## src/rtl/fir_prog_pkg.sv

```systemverilog
package fir_prog_pkg;

    localparam int SAMPLE_W_DEF = 16;
    localparam int COEF_W_DEF   = 16;

    function automatic int imax(input int a, input int b);
        return (a > b) ? a : b;
    endfunction

    // product width plus growth for the number of terms summed
    function automatic int sum_width(input int dw, input int cw, input int n);
        return dw + cw + $clog2(n);
    endfunction

    typedef struct packed {
        logic en;   // accumulate this clock
        logic clr;  // first tap of a sample: restart the sum
    } mac_ctl_t;

    typedef enum logic {
        SEQ_IDLE = 1'b0,
        SEQ_RUN  = 1'b1
    } seq_state_t;

endpackage

```

## src/rtl/fir_coef_bank.sv

```systemverilog
module fir_coef_bank #(
    parameter int NTAPS = 11,
    parameter int CW    = 16,
    parameter int AW    = 4
) (
    input  logic                  clk,
    input  logic                  rst,
    input  logic                  wr_en,
    input  logic [AW-1:0]         wr_addr,
    input  logic [CW-1:0]         wr_data,
    input  logic                  load_done,
    input  logic                  in_valid,
    output logic [NTAPS*CW-1:0]   act_flat
);

    logic [CW-1:0] shadow [NTAPS];
    logic [CW-1:0] active [NTAPS];
    logic          done_q, done_qq, pending, rise_seen;

    // rise is seen one clock after it occurs; pending follows one later,
    // so a sample edge needs the rise two edges ahead to commit.
    assign rise_seen = done_q & ~done_qq;

    always_ff @(posedge clk) begin
        if (rst) begin
            done_q  <= 1'b0;
            done_qq <= 1'b0;
            pending <= 1'b0;
            for (int i = 0; i < NTAPS; i++) begin
                shadow[i] <= '0;
                active[i] <= '0;
            end
        end else begin
            done_q  <= load_done;
            done_qq <= done_q;
            pending <= rise_seen | (pending & ~in_valid);
            for (int i = 0; i < NTAPS; i++) begin
                if (wr_en && wr_addr == AW'(i))
                    shadow[i] <= wr_data;
                if (in_valid && pending)
                    active[i] <= shadow[i];
            end
        end
    end

    for (genvar i = 0; i < NTAPS; i++) begin : g_flat
        assign act_flat[i*CW +: CW] = active[i];


        shadow_write_chk: assert property (@(posedge clk) disable iff (rst)
            (wr_en && wr_addr == AW'(i)) |=> (shadow[i] == $past(wr_data)));
    end


    active_hold_chk: assert property (@(posedge clk) disable iff (rst)
        !in_valid |=> $stable(act_flat));

endmodule

```

## src/rtl/fir_part_mac.sv

```systemverilog
module fir_part_mac
    import fir_prog_pkg::*;
#(
    parameter int LEN  = 7,
    parameter int DW   = 16,
    parameter int CW   = 16,
    parameter int PW   = 3,
    parameter int ACCW = 36,
    localparam int PRW = DW + CW
) (
    input  logic                   clk,
    input  logic                   rst,
    input  mac_ctl_t               ctl,
    input  logic [PW-1:0]          ph,
    input  logic [LEN*CW-1:0]      coefs,
    input  logic [LEN*DW-1:0]      taps,
    output logic signed [ACCW-1:0] acc
);

    logic signed [CW-1:0]   c_sel;
    logic signed [DW-1:0]   d_sel;
    logic signed [PRW-1:0]  prod;
    logic signed [ACCW-1:0] acc_n;

    // phases beyond this partition's length select zero operands
    always_comb begin
        c_sel = '0;
        d_sel = '0;
        for (int i = 0; i < LEN; i++) begin
            if (ph == PW'(i)) begin
                c_sel = coefs[i*CW +: CW];
                d_sel = taps[i*DW +: DW];
            end
        end
        prod  = c_sel * d_sel;
        acc_n = (ctl.clr ? '0 : acc) + {{(ACCW-PRW){prod[PRW-1]}}, prod};
    end

    always_ff @(posedge clk) begin
        if (rst)
            acc <= '0;
        else if (ctl.en)
            acc <= acc_n;
    end


    idle_hold_chk: assert property (@(posedge clk) disable iff (rst)
        !ctl.en |=> $stable(acc));

endmodule

```

## src/rtl/fir_prog_serial.sv

```systemverilog
module fir_prog_serial
    import fir_prog_pkg::*;
#(
    parameter int PART0_LEN = 7,
    parameter int PART1_LEN = 4,
    parameter int DATA_W    = SAMPLE_W_DEF,
    parameter int COEF_W    = COEF_W_DEF,
    localparam int NTAPS    = PART0_LEN + PART1_LEN,
    localparam int AW       = $clog2(NTAPS),
    localparam int OUT_W    = sum_width(DATA_W, COEF_W, NTAPS)
) (
    input  logic              clk,
    input  logic              rst,
    input  logic              sample_valid,
    input  logic [DATA_W-1:0] sample_in,
    input  logic              coef_wr_en,
    input  logic [AW-1:0]     coef_wr_addr,
    input  logic [COEF_W-1:0] coef_wr_data,
    input  logic              coef_load_done,
    output logic              result_valid,
    output logic [OUT_W-1:0]  result_out
);

    localparam int NPART = 2;
    localparam int RATIO = imax(PART0_LEN, PART1_LEN);
    localparam int PW    = $clog2(RATIO);

    logic [DATA_W-1:0]        dline [NTAPS];
    logic [NTAPS*DATA_W-1:0]  taps_flat;
    logic [NTAPS*COEF_W-1:0]  act_flat;
    logic [PW-1:0]            ph;
    seq_state_t               st;
    logic                     fin;
    mac_ctl_t                 ctl;
    logic signed [OUT_W-1:0]  psum [NPART];
    logic signed [OUT_W-1:0]  total;

    // delay line: shifts only on a new sample, never on a coefficient switch
    always_ff @(posedge clk) begin
        if (rst) begin
            for (int i = 0; i < NTAPS; i++) dline[i] <= '0;
        end else if (sample_valid) begin
            dline[0] <= sample_in;
            for (int i = 1; i < NTAPS; i++) dline[i] <= dline[i-1];
        end
    end

    for (genvar i = 0; i < NTAPS; i++) begin : g_taps
        assign taps_flat[i*DATA_W +: DATA_W] = dline[i];
    end

    // tap sequencer shared by all partitions
    always_ff @(posedge clk) begin
        if (rst) begin
            st  <= SEQ_IDLE;
            ph  <= '0;
            fin <= 1'b0;
        end else begin
            fin <= (st == SEQ_RUN) && (ph == PW'(RATIO-1));
            if (sample_valid) begin
                st <= SEQ_RUN;
                ph <= '0;
            end else if (st == SEQ_RUN) begin
                if (ph == PW'(RATIO-1)) begin
                    st <= SEQ_IDLE;
                    ph <= '0;
                end else begin
                    ph <= ph + 1'b1;
                end
            end
        end
    end

    assign ctl.en  = (st == SEQ_RUN);
    assign ctl.clr = (ph == '0);

    fir_coef_bank #(.NTAPS(NTAPS), .CW(COEF_W), .AW(AW)) u_bank (
        .clk      (clk),
        .rst      (rst),
        .wr_en    (coef_wr_en),
        .wr_addr  (coef_wr_addr),
        .wr_data  (coef_wr_data),
        .load_done(coef_load_done),
        .in_valid (sample_valid),
        .act_flat (act_flat)
    );

    for (genvar g = 0; g < NPART; g++) begin : g_part
        localparam int L = (g == 0) ? PART0_LEN : PART1_LEN;
        localparam int B = (g == 0) ? 0 : PART0_LEN;
        fir_part_mac #(.LEN(L), .DW(DATA_W), .CW(COEF_W), .PW(PW), .ACCW(OUT_W)) u_mac (
            .clk  (clk),
            .rst  (rst),
            .ctl  (ctl),
            .ph   (ph),
            .coefs(act_flat[B*COEF_W +: L*COEF_W]),
            .taps (taps_flat[B*DATA_W +: L*DATA_W]),
            .acc  (psum[g])
        );
    end

    always_comb begin
        total = '0;
        for (int g = 0; g < NPART; g++) total = total + psum[g];
    end

    always_ff @(posedge clk) begin
        if (rst) begin
            result_valid <= 1'b0;
            result_out   <= '0;
        end else begin
            result_valid <= fin;
            if (fin) result_out <= total;
        end
    end


    result_pulse_chk: assert property (@(posedge clk) disable iff (rst)
        result_valid |=> !result_valid);


    phase_range_chk: assert property (@(posedge clk) disable iff (rst)
        (int'(ph) < RATIO));


    dline_hold_chk: assert property (@(posedge clk) disable iff (rst)
        !sample_valid |=> $stable(taps_flat));

endmodule

```

## config.mk

```make
export PLATFORM = sky130hd
export DESIGN_NAME = fir_prog_serial
export DESIGN_NICKNAME = d
export VERILOG_FILES = /design/src/rtl/fir_prog_pkg.sv /design/src/rtl/fir_coef_bank.sv /design/src/rtl/fir_part_mac.sv /design/src/rtl/fir_prog_serial.sv
export SDC_FILE = /design/constraint.sdc
export NUM_CORES = 2
export LEC_CHECK = 0
export ABC_AREA = 1
export BUFFER_PORTS_ARGS = -buffer_cell sky130_fd_sc_hd__buf_4
export CORE_MARGIN = 8
export CORE_UTILIZATION = 60
export CTS_CLUSTER_SIZE = 30
export DETAILED_ROUTE_END_ITERATION = 12
export PLACE_DENSITY = 0.74
export SLEW_MARGIN = 5
export SYNTH_ARGS = -nofsm -noshare
export SYNTH_HDL_FRONTEND = slang
export SYNTH_SLANG_ARGS = --single-unit
```

## constraint.sdc

```tcl
create_clock -name clk -period 18.3 [get_ports clk]
set_input_delay 0.915 -clock clk [delete_from_list [all_inputs] [get_ports clk]]
set_output_delay 0.915 -clock clk [all_outputs]
set_load 0.1 [all_outputs]
```

==> flow_metrics.tcl <==
set metrics [dict create \
    fin_area_mm2 0.0580 \
    die-area_mm2 0.100 \
    post-route-util_pct 64.8 \
    synth_flop_cell "edfxtp_1" \
    synth_compound_area_share_pct 8.56 \
    viasPerCell 5.60 \
    start_util_pct 60.3 \
    syn_nets 7393 \
    path_max_fanout 49 \
    drtAntennaViolNets 0 \
    cts.path.max_buffers 3 \
    overflow 0 \
    hold_ws_ps 438 \
    synth_top_area_share_pct 29.3 \
    drv_cap 0 \
    setup-violations-final 0 \
    drc 0 \
    hold_violations 0 \
    crit_path_start_kind "flip-flop" \
    yosysMostFrequentCell "inv_1" \
    path_clk_slew_ps 70 \
    gp_congestion 0.968 \
    final_nets 7392 \
    drive_above_1_share_pct 5.17 \
    path_delay_family "adder cells" \
    status "finished, final reports clean" \
    power_density_mw_per_mm2 175 \
    yosysSeqAreaShare_pct 33.7 \
    htreeDepth 3 \
    grt_antenna_before_repair 3 \
    coreArea_mm2 0.0896 \
    place.detailed.hpwl_um 120000 \
    grt_pass1_vias 43241 \
    crit_slowest_cell "clkinv_2" \
    worst_slew_pin_slew_ps 1150 \
    ys_seq_elements 645 \
    critical_path.n_buffers_inverters 13 \
    ctsHoldBuffers 0 \
    slew_headroom_pct 23.5 \
    fmax_mhz 91.4 \
    synth_top_family_by_area "adder cells" \
    synth_edf_count 528 \
    dp_slack_ps 7450 \
    yosysUniqueCellTypes 49 \
    io_pins 78 \
    antennaDiodeCount 0 \
    critPathMaxStageDelay_ps 700 \
    synth.area.top_cells "edfxtp_1, fa_1, inv_1" \
    grt_pass1_wl_um 245000 \
    synth.avg_cell_area_um2 8.25 \
    hold_path.class "flip-flop to flip-flop" \
    arrival_ps 11480 \
    synth-simple-area-share_pct 18.1 \
    synth_fa_ha_area_share_pct 25.8 \
    cts_tree "built" \
    worstSetupPathType "flip-flop to flip-flop" \
    die_w_um 316 \
    syn_area_mm2 0.0541 \
    irDropWorstVdd_v 0.000195 \
    drt_pass1_iterations 6 \
    critPathCaptureType "flip-flop" \
    synthMuxAreaShare_pct 0 \
    cts_root_buf "clkbuf_16" \
    avgRoutedWirePerCell_um 20.3 \
    routed_wl_um 158000 \
    yosysWarnings 0 \
    place_area_mm2 0.0556 \
    drv_slew 0 \
    portBuffers 77 \
    synth-async-reset-ratio_pct 0 \
    drt_iter0_drc 4781 \
    yosysTopAreaCell "edfxtp_1" \
    area_delta_synth_final_pct 7.33 \
    post_cts_buffers 0 \
    worst_slack_ps 7360 \
    clock_skew_ps 36.1 \
    tns_ps 0 \
    rsz0062_at_grt "no" \
    cts_resized 0 \
    period_share_pct 59.8 \
    leakagePower_nw 27.8 \
    crit_path_frequent_cell "nand2_1" \
    synthTopCellsByCount "inv_1, nor2_1, nand2_1, edfxtp_1, fa_1" \
    cts_buffers 72 \
    synth-xor-area-share_pct 1.68 \
    vias 43603 \
    cp_data_required_time_ps 18840 \
    grt_max_degree 177 \
    grt_usage_pct 31.9 \
    rows 110 \
    period_minus_slack_ps 10940 \
    cts.sinks 645 \
    clkLatencyLatePin_ps 670 \
    syn_inst 6554 \
    die_h_um 316 \
]
-- routing by layer --
metal  up-vias  GRT usage [%]  share of wire [%]
met2      1942           49.2                 44
met1     21097           43.9                 41
met4         0           13.5                4.8
li1      20183              -                  -
met5         -              0                  0
met3       381           6.79                9.9
-- per-stage QoR --
stage	std cells	power, mW
2_1_floorplan	6554	6.64
3_3_place_gp	7655	8.46
3_5_place_dp	7655	8.53
4_1_cts	7786	10.1
5_1_grt	7786	11.1
6_report	7786	10.2
-- area by class of cell --
class                      instances  area [um2]
multi-input combinational       4182       29300
inverter                        1546        5810
timing repair buffer             106         808
tap                             1176        1470
clock inverter                    45         558
clock buffer                      86        1870
fill                            7611       31600
sequential                       645       18200
-- final timing paths --
| check | startpoint | to | slack [ps] | cells past startpoint |
|---|---|---|---|---|
| hold / removal | u_bank.done_qq | u_bank.pending | 440 | 1 |
| hold reg to reg | u_bank.done_qq | u_bank.pending | 440 | 1 |
| setup reg to reg | ph[0] | g_part[1].u_mac.acc[35] | 7360 | 44 |
| setup / recovery | ph[0] | g_part[1].u_mac.acc[35] | 7360 | 44 |
-- kinds of logic (layout without fill, tap and decap cells) --
| logic type | count (synthesis) | count (layout) |
|---|---|---|
| compound gates | 792 | 792 |
| flops | 645 | 645 |
| buf+inv | 1727 | 1783 |
| simple gates | 2488 | 2488 |
| xor+xnor | 104 | 104 |
| fa+ha+maj | 798 | 798 |
-- placed cells by master (no fill, tap or decap), types with 14 or more instances in the layout --
master and n:
xnor2_1 31, a31oi_1 21, clkbuf_16 72, ha_1 270, o21ai_0 218, a21oi_1 308, o211ai_1 46, xor2_1 73
dfxtp_1 115, nand4_1 35, o22ai_1 16, inv_1 1488, nor2_1 1200, o21bai_1 21, clkinv_1 16, inv_2 48
o21ai_1 30, a21o_1 18, nand3_1 185, clkinv_2 14, nor3_1 26, fa_1 527, nand2_1 1011, o21ai_2 39
edfxtp_1 528, buf_4 105, a22oi_1 27
-- power by group --
| part | switching [mW] | internal, mW |
|---|---|---|
| Clock | 0.654 | 0.860 |
| Sequential | 0.117 | 1.72 |
| Combinational | 4.57 | 2.24 |
| Total | 5.34 | 4.82 |
-- worst register-to-register path, delay by kind of cell, from the launching register on --
kind                       cells  cell delay [ps]
DFF                            1              450
xor gates and xnor gates       1              200
and+or+nand+nor               18             2530
adders and majority gates      9             3840
buffers and inverters         13             2600
AOI/OAI and AO/OA              3             1180
-- state kept, by name (all words and copies together) (netlist names) --
| signal | cells |
|---|---|
| dline | 176 |
| fin | 1 |
| g_part.u_mac.acc | 72 |
| ph | 3 |
| result_out | 36 |
| result_valid | 1 |
| st | 1 |
| u_bank.active | 176 |
| u_bank.done_q | 1 |
| u_bank.done_qq | 1 |
| u_bank.pending | 1 |
| u_bank.shadow | 176 |
Note: power is estimated with default switching activity, not from simulation.
